--- config.mk ---
export PLATFORM = sky130hd
export DESIGN_NAME = occ_calc
export DESIGN_NICKNAME = d
export VERILOG_FILES = /design/src/rtl/occ_pkg.sv /design/src/rtl/occ_prep.sv /design/src/rtl/occ_divider.sv /design/src/rtl/occ_calc.sv
export SDC_FILE = /design/constraint.sdc
export NUM_CORES = 1
export LEC_CHECK = 0
export ABC_AREA = 1
export ABC_CLOCK_PERIOD_IN_PS = 22400
export BUFFER_PORTS_ARGS = -buffer_cell sky130_fd_sc_hd__buf_2
export CORE_MARGIN = 5
export CORE_UTILIZATION = 55
export CTS_CLUSTER_DIAMETER = 40
export DETAILED_ROUTE_END_ITERATION = 7
export PLACE_DENSITY_LB_ADDON = 0.08
export SYNTH_ARGS = -nofsm -noshare
export SYNTH_HDL_FRONTEND = slang
export SYNTH_HIERARCHICAL = 1
export SYNTH_SLANG_ARGS = --single-unit
--- constraint.sdc ---
create_clock -name clk -period 22.4 [get_ports clk]
set_clock_uncertainty 0.1 [all_clocks]
set_input_delay 3.36 -clock clk [delete_from_list [all_inputs] [get_ports clk]]
set_output_delay 3.36 -clock clk [all_outputs]
set_load 0.03 [all_outputs]
--- src/rtl/occ_pkg.sv ---
// occ_pkg: fixed per-multiprocessor capacities, allocation granules and
// the sequencing types shared by the residency calculator.
// Assumes the granules and thread capacity are powers of two (given as log2).
package occ_pkg;

    localparam int MAX_BLK_MP     = 16;     // block slots per multiprocessor
    localparam int MAX_WARP_MP    = 64;     // warp slots per multiprocessor
    localparam int WARP_LOG2      = 5;      // 32 threads per warp
    localparam int MAX_REG_THR    = 64;     // register ceiling per thread
    localparam int REGFILE_MP     = 65536;  // registers per multiprocessor
    localparam int SMEM_MP        = 49152;  // shared-memory bytes per multiprocessor
    localparam int REG_GRAN_LOG2  = 8;      // 256-register allocation chunk per warp
    localparam int WARP_GRAN      = 4;      // warp allocation unit for registers
    localparam int SMEM_GRAN_LOG2 = 8;      // 256-byte shared-memory granule
    localparam int THR_MP_LOG2    = 11;     // 2048 resident threads at full occupancy
    localparam int OCC_FRAC       = 8;      // fractional bits of the occupancy output

    // Order of divisions; later steps read results of earlier ones.
    typedef enum logic [2:0] {
        OP_WARP  = 3'd0,
        OP_SMEM  = 3'd1,
        OP_REGW  = 3'd2,
        OP_REGB  = 3'd3,
        OP_ROUND = 3'd4,
        OP_OCC   = 3'd5
    } op_e;

    typedef enum logic [1:0] {
        ST_IDLE  = 2'd0,
        ST_ISSUE = 2'd1,
        ST_WAIT  = 2'd2
    } st_e;

endpackage

--- src/rtl/occ_prep.sv ---
// occ_prep: combinational rounding of a latched launch description into
// the granule-aligned quantities the divider consumes, plus the flags
// for zero and oversized requests.
// Assumes WPB_W/RPW_W/SRND_W keep their default derivations.
module occ_prep
    import occ_pkg::*;
#(
    parameter int TPB_W  = 11,
    parameter int REG_W  = 8,
    parameter int SMEM_W = 17,
    parameter int WPB_W  = TPB_W - WARP_LOG2 + 1,
    parameter int RPW_W  = REG_W + WARP_LOG2 + 1,
    parameter int SRND_W = SMEM_W + 1
) (
    input  logic [TPB_W-1:0]  tpb,
    input  logic [REG_W-1:0]  regs,
    input  logic [SMEM_W-1:0] smem,
    output logic [WPB_W-1:0]  warps_pb,
    output logic [RPW_W-1:0]  regs_pw,
    output logic [SRND_W-1:0] smem_rnd,
    output logic              smem_zero,
    output logic              smem_over,
    output logic              regs_zero,
    output logic              regs_over
);

    logic [TPB_W:0]  tpb_pad;
    logic [RPW_W-1:0] reg_prod;
    logic [RPW_W-1:0] reg_pad;
    logic [SMEM_W:0] smem_pad;

    // Round threads up to whole warps.
    always_comb begin
        tpb_pad  = {1'b0, tpb} + (TPB_W+1)'((1 << WARP_LOG2) - 1);
        warps_pb = tpb_pad[TPB_W:WARP_LOG2];
    end

    // Registers per warp, rounded up to the register chunk.
    always_comb begin
        reg_prod = {1'b0, regs, {WARP_LOG2{1'b0}}};
        reg_pad  = reg_prod + RPW_W'((1 << REG_GRAN_LOG2) - 1);
        regs_pw  = {reg_pad[RPW_W-1:REG_GRAN_LOG2], {REG_GRAN_LOG2{1'b0}}};
    end

    // Shared-memory request rounded up to the granule.
    always_comb begin
        smem_pad = {1'b0, smem} + (SMEM_W+1)'((1 << SMEM_GRAN_LOG2) - 1);
        smem_rnd = {smem_pad[SMEM_W:SMEM_GRAN_LOG2], {SMEM_GRAN_LOG2{1'b0}}};
    end

    // Special-case flags for empty and oversized requests.
    always_comb begin
        smem_zero = (smem == '0);
        smem_over = (smem > SMEM_W'(SMEM_MP));
        regs_zero = (regs == '0);
        regs_over = (regs > REG_W'(MAX_REG_THR));
    end

endmodule

--- src/rtl/occ_divider.sv ---
// occ_divider: iterative restoring unsigned divider, one quotient bit
// per cycle, W cycles per division. quo is valid in the cycle done pulses.
// Assumes den is nonzero (the caller guards it); start is ignored while busy.
module occ_divider #(
    parameter int W = 32
) (
    input  logic         clk,
    input  logic         rst_n,
    input  logic         start,
    input  logic [W-1:0] num,
    input  logic [W-1:0] den,
    output logic         done,
    output logic [W-1:0] quo
);

    localparam int CNT_W = $clog2(W + 1);

    logic [W-1:0]     rem_q;
    logic [W-1:0]     quo_q;
    logic [W-1:0]     den_q;
    logic [CNT_W-1:0] cnt_q;
    logic             busy_q;
    logic [W:0]       trial;
    logic [W:0]       diff;
    logic [W-1:0]     rem_n;
    logic [W-1:0]     quo_n;

    // One restoring step: shift in a dividend bit, subtract if it fits.
    always_comb begin
        trial = {rem_q, quo_q[W-1]};
        diff  = trial - {1'b0, den_q};
        if (trial >= {1'b0, den_q}) begin
            rem_n = diff[W-1:0];
            quo_n = {quo_q[W-2:0], 1'b1};
        end else begin
            rem_n = trial[W-1:0];
            quo_n = {quo_q[W-2:0], 1'b0};
        end
    end

    // Load operands on start, iterate W times, pulse done at the end.
    always_ff @(posedge clk) begin
        if (!rst_n) begin
            rem_q  <= '0;
            quo_q  <= '0;
            den_q  <= '0;
            cnt_q  <= '0;
            busy_q <= 1'b0;
            done   <= 1'b0;
        end else begin
            done <= 1'b0;
            if (start && !busy_q) begin
                rem_q  <= '0;
                quo_q  <= num;
                den_q  <= den;
                cnt_q  <= CNT_W'(W);
                busy_q <= 1'b1;
            end else if (busy_q) begin
                rem_q <= rem_n;
                quo_q <= quo_n;
                cnt_q <= cnt_q - 1'b1;
                if (cnt_q == CNT_W'(1)) begin
                    busy_q <= 1'b0;
                    done   <= 1'b1;
                end
            end
        end
    end

    assign quo = quo_q;

endmodule

--- src/rtl/occ_calc.sv ---
// occ_calc: sequences six divisions on one shared divider to find the
// warp, shared-memory and register bounds on resident blocks, their
// minimum, the scheduling rounds and the occupancy of a kernel launch.
// Assumes the caller holds results from the done pulse until it restarts;
// start is only honoured when idle.
module occ_calc
    import occ_pkg::*;
#(
    parameter int TPB_W  = 11,
    parameter int BLK_W  = 16,
    parameter int REG_W  = 8,
    parameter int SMEM_W = 17,
    parameter int MP_W   = 6,
    parameter int DIV_W  = 32
) (
    input  logic                      clk,
    input  logic                      rst_n,
    input  logic                      start,
    input  logic [TPB_W-1:0]          threads_per_block,
    input  logic [BLK_W-1:0]          block_count,
    input  logic [REG_W-1:0]          regs_per_thread,
    input  logic [SMEM_W-1:0]         smem_bytes,
    input  logic [MP_W-1:0]           mp_count,
    output logic                      done,
    output logic [4:0]                resident_blocks,
    output logic [TPB_W+4:0]          resident_threads,
    output logic [OCC_FRAC:0]         occupancy,
    output logic [TPB_W+BLK_W-1:0]    running_rounds,
    output logic                      unschedulable
);

    localparam int WPB_W  = TPB_W - WARP_LOG2 + 1;
    localparam int RPW_W  = REG_W + WARP_LOG2 + 1;
    localparam int SRND_W = SMEM_W + 1;
    localparam int RB_W   = $clog2(MAX_BLK_MP + 1);
    localparam int RT_W   = TPB_W + RB_W;
    localparam int OCC_W  = OCC_FRAC + 1;
    localparam int TOT_W  = TPB_W + BLK_W;
    localparam int DEN_W  = RT_W + MP_W;

    st_e               state_q;
    op_e               op_q;
    logic [TPB_W-1:0]  l_tpb;
    logic [BLK_W-1:0]  l_blk;
    logic [REG_W-1:0]  l_regs;
    logic [SMEM_W-1:0] l_smem;
    logic [MP_W-1:0]   l_mp;
    logic [RB_W-1:0]   lim_w;
    logic [RB_W-1:0]   lim_s;
    logic [RB_W-1:0]   lim_r;
    logic [DIV_W-1:0]  reg_warps;

    logic [WPB_W-1:0]  warps_pb;
    logic [RPW_W-1:0]  regs_pw;
    logic [SRND_W-1:0] smem_rnd;
    logic              smem_zero, smem_over, regs_zero, regs_over;

    logic [RB_W-1:0]   resident;
    logic [RT_W-1:0]   res_thr;
    logic [TOT_W-1:0]  total;
    logic [DEN_W-1:0]  den_round;
    logic              unsched_c;

    logic              div_start;
    logic              div_done;
    logic [DIV_W-1:0]  div_num;
    logic [DIV_W-1:0]  div_den;
    logic [DIV_W-1:0]  div_raw_den;
    logic [DIV_W-1:0]  div_quo;

    // Clamp a quotient to the block-slot ceiling.
    function automatic logic [RB_W-1:0] sat_blk(input logic [DIV_W-1:0] q);
        return (q >= DIV_W'(MAX_BLK_MP)) ? RB_W'(MAX_BLK_MP) : q[RB_W-1:0];
    endfunction

    occ_prep #(
        .TPB_W (TPB_W),
        .REG_W (REG_W),
        .SMEM_W(SMEM_W),
        .WPB_W (WPB_W),
        .RPW_W (RPW_W),
        .SRND_W(SRND_W)
    ) u_prep (
        .tpb      (l_tpb),
        .regs     (l_regs),
        .smem     (l_smem),
        .warps_pb (warps_pb),
        .regs_pw  (regs_pw),
        .smem_rnd (smem_rnd),
        .smem_zero(smem_zero),
        .smem_over(smem_over),
        .regs_zero(regs_zero),
        .regs_over(regs_over)
    );

    occ_divider #(
        .W(DIV_W)
    ) u_div (
        .clk  (clk),
        .rst_n(rst_n),
        .start(div_start),
        .num  (div_num),
        .den  (div_den),
        .done (div_done),
        .quo  (div_quo)
    );

    // Minimum of the three bounds and the quantities derived from it.
    always_comb begin
        resident = lim_w;
        if (lim_s < resident) resident = lim_s;
        if (lim_r < resident) resident = lim_r;
        res_thr   = {{TPB_W{1'b0}}, resident} * {{RB_W{1'b0}}, l_tpb};
        total     = {{BLK_W{1'b0}}, l_tpb} * {{TPB_W{1'b0}}, l_blk};
        den_round = {{MP_W{1'b0}}, res_thr} * {{RT_W{1'b0}}, l_mp};
        unsched_c = (resident == '0) || (l_mp == '0);
    end

    // Divider operands for the current step, with a zero-divisor guard.
    always_comb begin
        div_start = (state_q == ST_ISSUE);
        case (op_q)
            OP_WARP: begin
                div_num     = DIV_W'(MAX_WARP_MP);
                div_raw_den = DIV_W'(warps_pb);
            end
            OP_SMEM: begin
                div_num     = DIV_W'(SMEM_MP);
                div_raw_den = DIV_W'(smem_rnd);
            end
            OP_REGW: begin
                div_num     = DIV_W'(REGFILE_MP);
                div_raw_den = DIV_W'(regs_pw);
            end
            OP_REGB: begin
                div_num     = reg_warps;
                div_raw_den = DIV_W'(warps_pb);
            end
            OP_ROUND: begin
                div_num     = DIV_W'(total) + DIV_W'(den_round) - DIV_W'(1);
                div_raw_den = DIV_W'(den_round);
            end
            OP_OCC: begin
                div_num     = DIV_W'({res_thr, {OCC_FRAC{1'b0}}});
                div_raw_den = DIV_W'(1 << THR_MP_LOG2);
            end
            default: begin
                div_num     = '0;
                div_raw_den = DIV_W'(1);
            end
        endcase
        div_den = (div_raw_den == '0) ? DIV_W'(1) : div_raw_den;
    end

    // Sequencer: latch the launch, run each division, commit each result.
    always_ff @(posedge clk) begin
        if (!rst_n) begin
            state_q          <= ST_IDLE;
            op_q             <= OP_WARP;
            l_tpb            <= '0;
            l_blk            <= '0;
            l_regs           <= '0;
            l_smem           <= '0;
            l_mp             <= '0;
            lim_w            <= '0;
            lim_s            <= '0;
            lim_r            <= '0;
            reg_warps        <= '0;
            done             <= 1'b0;
            resident_blocks  <= '0;
            resident_threads <= '0;
            occupancy        <= '0;
            running_rounds   <= '0;
            unschedulable    <= 1'b0;
        end else begin
            done <= 1'b0;
            case (state_q)
                ST_IDLE: begin
                    if (start) begin
                        l_tpb   <= threads_per_block;
                        l_blk   <= block_count;
                        l_regs  <= regs_per_thread;
                        l_smem  <= smem_bytes;
                        l_mp    <= mp_count;
                        op_q    <= OP_WARP;
                        state_q <= ST_ISSUE;
                    end
                end
                ST_ISSUE: begin
                    state_q <= ST_WAIT;
                end
                ST_WAIT: begin
                    if (div_done) begin
                        case (op_q)
                            OP_WARP:  lim_w <= (warps_pb == '0) ? '0 : sat_blk(div_quo);
                            OP_SMEM:  lim_s <= smem_zero ? RB_W'(MAX_BLK_MP) :
                                               smem_over ? '0 : sat_blk(div_quo);
                            OP_REGW:  reg_warps <= div_quo & ~DIV_W'(WARP_GRAN - 1);
                            OP_REGB:  lim_r <= regs_over ? '0 :
                                               regs_zero ? RB_W'(MAX_BLK_MP) :
                                               (warps_pb == '0) ? '0 : sat_blk(div_quo);
                            OP_ROUND: begin
                                resident_blocks  <= resident;
                                resident_threads <= res_thr;
                                unschedulable    <= unsched_c;
                                running_rounds   <= unsched_c ? '0 : div_quo[TOT_W-1:0];
                            end
                            OP_OCC:   occupancy <= div_quo[OCC_W-1:0];
                            default:  ;
                        endcase
                        if (op_q == OP_OCC) begin
                            state_q <= ST_IDLE;
                            done    <= 1'b1;
                        end else begin
                            op_q    <= op_e'(op_q + 3'd1);
                            state_q <= ST_ISSUE;
                        end
                    end
                end
                default: state_q <= ST_IDLE;
            endcase
        end
    end

endmodule

---- After elaboration in Yosys (flattened, before gate mapping) ----
Index checks and enable logic that the tools add are counted.
word-level totals
  bits in latches ......................... 0
  memory bits (read-only) ................. 0
  register bits ........................... 271
  bits in writable memories ............... 0
  memories kept ........................... 0
operators by class
  eq/ne operators ......................... 11
  shifts and indexed selects .............. 0
  $add $sub $neg .......................... 8
  multipliers ............................. 3
  div/mod/pow operators ................... 0
  bitwise operators ....................... 2
  muxes and demuxes ....................... 31
  $lt $le $gt $ge ......................... 6
  reduce and logical (&&, ||, !) cells .... 26
operators by type and width
  operator                 number
  $pmux W32 S6             1
  $mux W32                 4
  $pmux W22 S5             1
  $mux W5                  8
  $ge A33 B32 Y1           1
  $ge A32 B5 Y1 const B    1
  $logic_not A32 Y1        1
  $sub A32 B32 Y32         1
  $sub A28 B1 Y29 const B  1
  $add A27 B22 Y28         1
  $mul A11 B16 Y27         1
  $mux W27                 1
  $mul A16 B6 Y22          1
  $reduce_and A3 Y1        7
  $add A17 B8 Y18 const B  1
  $gt A17 B16 Y1 const B   1
  $logic_not A17 Y1        1
  $mul A5 B11 Y16          1
  $add A13 B8 Y14 const B  1
  $add A11 B5 Y12 const B  1
  $mux W6                  2
  $lt A5 B5 Y1             2
  $mux W3                  3
  $gt A8 B7 Y1 const B     1
  other kinds (29)         43

---- Depth between registers and ports, before layout ----
Gate-level depths: netlist of the first run.
  depth after elaboration ................. 10
  mapped depth ............................ 72
  gate-level depth less buffers ........... 71

---- Cells and area by module ----
Netlist of the first run, hierarchy kept.
modules (own cells, without submodules)
  module       area each (sq um)  instances  cells each
  occ_calc     18,885.6           1          2,564
  occ_divider  6,964.2            1          1,131
  occ_prep     782.0              1          157

---- Worst setup path after synthesis of the first run ----
No wires, ideal clock.
  path type ............................... reg-to-reg
  start point ............................. register lim_w[4]
  end point ............................... register u_div.quo_q[24], in the netlist u_div/quo[24]
  cell stages (with the launch flop) ...... 60
  slack ................................... 10.405 ns
  data arrival time ....................... 11.785 ns
  cell sequence ........................... dfxtp_1 > inv_1 > ha_1 > nand2_1 > inv_1 > nand2_2 > nand3_4 > o21ai_0 > inv_1 > ha_1 > a21oi_1 > nor2_1 > a211oi_2 > nand2_4 > o21ai_2 > buf_2 > nor2_1 > fa_1 > [... 24 more ...] > fa_1 > fa_1 > fa_1 > fa_1 > inv_1 > ha_1 > a21oi_1 > o21ai_0 > a21oi_1 > nand3_1 > nand2_1 > nand2_1 > or2_2 > a32o_1 > nand2_1 > nand3_1 > nand2_1 > inv_1
between the ends
  cells in the longest elaborated chain, start to end .. 10
ends and longest elaborated chain
  what                    RTL line           RTL
  from (decl)             occ_calc.sv:48     logic [RB_W-1:0] lim_w;
  from (signal assigned)  occ_calc.sv:195    OP_WARP: lim_w <= (warps_pb == '0) ? '0 : sat_blk(div_quo);
  $lt A5 B5 Y1            occ_calc.sv:111    if (lim_s < resident) resident = lim_s;
  $mux W5 (*)             occ_calc.sv:111
  $lt A5 B5 Y1            occ_calc.sv:112    if (lim_r < resident) resident = lim_r;
  $mux W5 (*)             occ_calc.sv:112
  $mul A5 B11 Y16 (*)     occ_calc.sv:113    res_thr = {{TPB_W{1'b0}}, resident} * {{RB_W{1'b0}}, l_tpb};
  $mul A16 B6 Y22 (*)     occ_calc.sv:115    den_round = {{MP_W{1'b0}}, res_thr} * {{RT_W{1'b0}}, l_mp};
  $add A27 B22 Y28 (*)    occ_calc.sv:140    div_num = DIV_W'(total) + DIV_W'(den_round) - DIV_W'(1);
  $sub A28 B1 Y29 (*)     occ_calc.sv:140
  $pmux W32 S6 (*)        occ_calc.sv:122    case (op_q)
  named net div_num[24]   occ_calc.sv:66     logic [DIV_W-1:0] div_num;
  $mux W32 (*)            occ_divider.sv:52  if (start && !busy_q) begin
  to (signal assigned)    occ_divider.sv:54  quo_q <= num;
  to (signal assigned)    occ_divider.sv:60  quo_q <= quo_n;
  to (decl)               occ_divider.sv:19  logic [W-1:0] quo_q;
Mark *: on every way through the listed nets, which the timed path passes. The rest lies on a longest branch.
A chain may end at the register's enable or synchronous reset.

---- Worst setup path in the final report of the first run ----
  start point ............................. register lim_w[4]
  end point ............................... register u_div.quo_q[31], in the netlist u_div/quo[31]
The elaborated chain is that of the path after synthesis.

==> flow_metrics.env, run 1 <==
export IMPL_wl_per_cell_um=17.07
export IMPL_max_stage_delay_ps=710
export IMPL_clkPwrFrac_pct=23.9
export IMPL_cts_max_level=2
export IMPL_crit_path_end_kind="register"
export IMPL_synth_edf_count=0
export IMPL_netlist_top_cells_area="dfxtp_1, fa_1, nand2_1, inv_1, ha_1"
export IMPL_p_sw_share_pct=50.10
export IMPL_static_leakage_power_nw=14.69
export IMPL_grt_use_met3_pct=5.194
export IMPL_n_fill_cell=4606
export IMPL_period_share_pct=64.11
export IMPL_max_freq_mhz=69.64
export IMPL_cts_path_max_buffers=3
export IMPL_p_int_w=0.001591
export IMPL_synth_main_ff_cell="dfxtp_1"
export IMPL_vdd_drop_max_v=0.00007492
export IMPL_cts_tree="built"
export IMPL_crit_type="reg -> reg"
export IMPL_slew_headroom_pct=27.87
export IMPL_antenna_found_initial=0
export IMPL_grt_usage_pct=29.47
export IMPL_worst_path_max_fanout=11
export IMPL_max_cap_violations=0
export IMPL_critPathArrivalTime_ps=14730
export IMPL_slowest_stage="xnor2_1"
export IMPL_grt_max_degree=77
export IMPL_core_area_um2=47850
export IMPL_port_buffers=119
export IMPL_pwr_share_seq_pct=18.0
export IMPL_ys_ff_latch=271
export IMPL_grt_pass1_wl_um=127100
export IMPL_post_synth_top_count_cell="nand2_1"
export IMPL_tightest_slew_ps=1081
export IMPL_layout_min_cycle_time_ps=14360
export IMPL_antenna_cells=0
export IMPL_synth_top_area_share_pct=20.37
export IMPL_vias_per_cell=5.324
export IMPL_die_w_um=230.1
export IMPL_hold_class="reg -> reg"
export IMPL_power_density_nw_per_um2=109.2
export IMPL_start_kind="register"
export IMPL_syn_inst=3852
export IMPL_clkTransAtPathRegs_ps=60
export IMPL_drt_pass1_iterations=5
export IMPL_yosys_warnings=6
export IMPL_synthTopCellsByCount="nand2_1, inv_1, nor2_1, dfxtp_1, fa_1"
export IMPL_yosysUniqueCellTypes=66
export IMPL_setup_ws_ps=8039
export IMPL_cts_buffers=50
export IMPL_grtUsageMet1_pct=40.37
export IMPL_gp_congestion=0.9716
export IMPL_cts_sinks=271
export IMPL_routed_wirelength_um=77850
export IMPL_crit_family="adder cells"
export IMPL_place_ws_ps=8142
export IMPL_synth_cell_area_um2=26630
export IMPL_clock_latency_ps=610
export IMPL_busiest_layer="met2"
export IMPL_grt_ovfl_total=0
export IMPL_ys_seq_area_share_pct=20.37
export IMPL_p_comb_share_pct=58.1
export IMPL_hold_viol=0
export IMPL_start_util_pct=55.66
export IMPL_switching_power_w=0.001598
export IMPL_fin_setup_tns_ps=0
export IMPL_worst_path_buf_inv=10
export IMPL_synth_top_area_cell="dfxtp_1"
export IMPL_grt_pass1_vias=23870
export IMPL_ios=120
export IMPL_finalSetupViolCount=0
export IMPL_cp_required_ps=22770
export IMPL_die_h_um=230.1
export IMPL_cts_root_buffer="clkbuf_16"
export IMPL_place_hpwl_um=59610
export IMPL_drv_slew=0
export IMPL_drive_above_1_share_pct=9.227
export IMPL_ant_nets=0
export IMPL_syn2layout_area_growth_pct=9.650
export IMPL_postCtsSetupBuffers=0
export IMPL_cts_hold_buf=0
export IMPL_use_met2_pct=48.16
export IMPL_syn_avg_cell_area_um2=6.914
export IMPL_vias=24280
export IMPL_drtIter0Drc=1959
export IMPL_status="finished, final reports clean"
export IMPL_cts_resized=0
export IMPL_rsz0062_at_grt="false"
export IMPL_num_rows=80
export IMPL_async_reset_ff_share_pct=0
export IMPL_num_nets_final=4384
export IMPL_drc=0
export IMPL_dieArea_um2=52920
==> power by group through the flow <==
| stage | registers (W) | logic (W) | clock network (W) |
|---|---|---|---|
| floorplan | 0.000561 | 0.00144 | 0 |
| global placement | 0.000583 | 0.00182 | 0 |
| detailed placement | 0.000583 | 0.00183 | 0 |
| CTS | 0.000574 | 0.00184 | 0.000775 |
| global route | 0.000581 | 0.00209 | 0.000801 |
| finish | 0.000575 | 0.00185 | 0.000761 |
==> stage by stage <==
step                      total power (W)  util (%)  std cells  cell area [um2]  hold WS [ps]
after floorplan                  0.002004         -       3876            26720         333.1
after global placement           0.002401     57.46       4466            27490         353.7
after detailed placement         0.002409     57.46       4466            27490         353.4
after CTS                        0.003187     61.03       4560            29200         361.3
after global routing             0.003471     61.03       4560            29200         381.6
final                            0.003189     61.03       4560            29200         358.7
==> kinds of logic (layout without fill, tap and decap cells) <==
kind of cell             count (synthesis)  after routing  synth area share (%)
XOR/XNOR                                36             36                 1.184
other                                    2             26               0.02820
AND/OR/NAND/NOR                       1736           1736                 28.00
buffers and inverters                  861            930                 12.77
flip-flops                             271            271                 20.37
adder cells (fa/ha/maj)                420            420                 26.50
AO/OA/AOI/OAI                          526            526                 11.15
==> area by class of cell <==
cell class / count / area [um2] / area share, %
multi-input cells: 2744 / 17900 / 61.31
clock buffers: 55 / 1290 / 4.418
clock inverters: 39 / 421.7 / 1.444
well taps: 615 / 769.5 / 2.635
repair buffers: 146 / 800.8 / 2.742
flip-flops and latches: 271 / 5426 / 18.58
inverters: 690 / 2590 / 8.869
==> flip-flops by register name (all words and copies together), names as in the netlist, 8 cells and up <==
name,cells
u_div/den_q,32
u_div/quo,32
u_div/rem_q,32
reg_warps,30
running_rounds,27
l_smem,17
l_blk,16
resident_threads,16
l_tpb,11
occupancy,9
l_regs,8
==> worst min-delay path, cell delays in order, from the launching register on <==
cell and delay [ps]:
dfxtp_1 290, inv_1 60, a21oi_1 60
==> layer usage <==
layer  routed length (um)  vias up
met1                34800    11330
met4                 2552        0
met3                 5516      147
met5                    0        -
met2                34980      792
li1                     -    12010
==> final timing paths <==
check                       start              end  slack, ps  cells past startpoint
hold / removal    u_div/den_q[28]  u_div/den_q[28]        360                      2
setup / recovery         lim_w[4]    u_div/quo[31]       8040                     58
setup reg to reg         lim_w[4]    u_div/quo[31]       8040                     58
hold reg to reg   u_div/den_q[28]  u_div/den_q[28]        360                      2
==> cells in the final DEF, fill, tap and decap left out, types with 22 or more instances in the layout <==
cell / n
o211ai_1: 28
clkbuf_16: 50
fa_1: 240
dfxtp_1: 270
a21oi_2: 26
nor2_1: 391
nand2_1: 972
nand3b_1: 41
nand4_1: 32
o21ai_0: 193
conb_1: 26
inv_1: 667
buf_2: 118
buf_4: 28
a21oi_1: 223
ha_1: 180
nand3_2: 22
nand3_1: 185
Note: power is estimated with default switching activity, not from simulation.
==> run 2: changes to the inputs <==
--- a/config.mk
+++ b/config.mk
@@ -6,7 +6,7 @@
 export NUM_CORES = 1
 export LEC_CHECK = 0
 export ABC_AREA = 1
-export ABC_CLOCK_PERIOD_IN_PS = 22400
+export ABC_CLOCK_PERIOD_IN_PS = 12400
 export BUFFER_PORTS_ARGS = -buffer_cell sky130_fd_sc_hd__buf_2
 export CORE_MARGIN = 5
 export CORE_UTILIZATION = 55
==> constraint.sdc (replaced) <==
create_clock -name clk -period 12.4 [get_ports clk]
set_clock_uncertainty 0.1 [all_clocks]
set_input_delay 1.86 -clock clk [delete_from_list [all_inputs] [get_ports clk]]
set_output_delay 1.86 -clock clk [all_outputs]
set_load 0.03 [all_outputs]
==> flow_metrics.env, run 2 (same netlist as run 1, synthesis figures left out) <==
export IMPL_status="finished, final reports clean"
export IMPL_cts_buffers=50
export IMPL_worst_path_max_fanout=7
export IMPL_num_nets_final=4605
export IMPL_crit_path_end_kind="register"
export IMPL_cts_max_level=2
export IMPL_ant_nets=0
export IMPL_rsz0062_at_grt="true"
export IMPL_cts_root_buffer="clkbuf_16"
export IMPL_vias=25570
export IMPL_tightest_slew_ps=1205
export IMPL_hold_class="reg -> reg"
export IMPL_layout_min_cycle_time_ps=12130
export IMPL_cts_path_max_buffers=3
export IMPL_drt_pass1_iterations=5
export IMPL_die_w_um=230.1
export IMPL_setup_ws_ps=269.9
export IMPL_power_density_nw_per_um2=200.3
export IMPL_gp_congestion=0.9769
export IMPL_num_rows=80
export IMPL_antenna_cells=0
export IMPL_wl_per_cell_um=17.57
export IMPL_place_hpwl_um=63280
export IMPL_final_cell_mix="nand2_1, inv_1, nor2_1"
export IMPL_port_buffers=119
export IMPL_cts_sinks=271
export IMPL_clock_latency_ps=600
export IMPL_cp_required_ps=12780
export IMPL_core_area_um2=47850
export IMPL_fin_setup_tns_ps=0
export IMPL_slew_headroom_pct=19.40
export IMPL_hold_viol=0
export IMPL_slowest_stage="fa_1"
export IMPL_grt_pass1_vias=24480
export IMPL_syn2layout_area_growth_pct=21.25
export IMPL_drtIter0Drc=1752
export IMPL_max_freq_mhz=82.44
export IMPL_start_util_pct=55.66
export IMPL_grt_ovfl_total=0
export IMPL_crit_type="reg -> reg"
export IMPL_period_share_pct=97.82
export IMPL_r2r_slack_ps=270
export IMPL_cts_tree="built"
export IMPL_crit_family="adder cells"
export IMPL_clkTransAtPathRegs_ps=60
export IMPL_start_kind="register"
export IMPL_place_ws_ps=-354.7
export IMPL_cts_hold_buf=0
export IMPL_max_stage_delay_ps=570
export IMPL_die_h_um=230.1
export IMPL_grt_pass1_wl_um=131400
export IMPL_ios=120
export IMPL_drv_slew=0
export IMPL_critPathArrivalTime_ps=12510
export IMPL_grt_usage_pct=30.83
export IMPL_grt_max_degree=87
export IMPL_finalSetupViolCount=0
export IMPL_worst_path_buf_inv=15
export IMPL_dieArea_um2=52920
export IMPL_final_area_um2=32290
export IMPL_static_leakage_power_nw=15.96
export IMPL_n_fill_cell=4278
export IMPL_final_common_cell="nand2_1"
export IMPL_vias_per_cell=5.349
export IMPL_drive_above_1_share_pct=20.12
export IMPL_routed_wirelength_um=83980
export IMPL_max_cap_violations=0
export IMPL_cp_common_cell="nand2_2"
export IMPL_drc=0
export IMPL_vdd_drop_max_v=0.0002279
export IMPL_antenna_found_initial=1
export IMPL_placed_area_um2=28920
==> run 2: through the flow <==
step / utilization (%) / std cells / total power (W) / hold WS (ps)
after floorplan: - / 3876 / 0.003619 / 333.1
after global placement: 60.45 / 4653 / 0.004635 / 344.9
after detailed placement: 60.45 / 4653 / 0.004659 / 353.7
after CTS: 65.00 / 4753 / 0.006196 / 361.8
after global routing: 67.49 / 4780 / 0.006975 / 380.3
final: 67.49 / 4780 / 0.006469 / 357.6
==> run 2: final cells by class <==
type / count / area, um2 / area share, %
multi-input cells: 2745 / 19200 / 59.46
flip-flops and latches: 271 / 5434 / 16.83
inverters: 690 / 2603 / 8.059
repair buffers: 366 / 2519 / 7.800
clock buffers: 57 / 1338 / 4.142
well taps: 615 / 769.5 / 2.383
clock inverters: 36 / 427.9 / 1.325
==> run 2: timing repair <==
item,4_1_cts,5_1_grt
setup buffers,6,28
gates cloned,1,0
pin swaps,33,172
resized for setup,75,266
endpoints found under the setup margin,21,24
==> run 2: where the power goes <==
part	total [W]	internal (W)	switching, W
clock network	0.00142	0.000895	0.000527
registers	0.00104	0.000952	0.0000902
logic	0.00401	0.00151	0.00250
==> run 2: final timing paths <==
path	startpoint	to	depth (start not counted)
worst max-delay path	lim_w[4]	u_div/quo[26]	67
worst min-delay path	u_div/den_q[30]	u_div/den_q[30]	2
worst max register to register	lim_w[4]	u_div/quo[26]	67
worst min register to register	u_div/den_q[30]	u_div/den_q[30]	2
==> run 2: routing by layer <==
layer  wire [um]  vias to the layer above  GRT usage (%)
met1       36080                    12070          41.12
met3        5829                      208          5.798
met4        4309                        0          13.08
met2       37760                      837          49.42
li1            -                    12450              -
met5           0                        -              0
==> run 2: worst reg2reg max path, delay by kind of cell, from the launching register on <==
family,cells,cell delay (ps)
simple gates,26,2170
xor+xnor,2,410
flops,1,330
buf+inv,15,1270
fa+ha+maj,15,6470
compound gates,9,1260
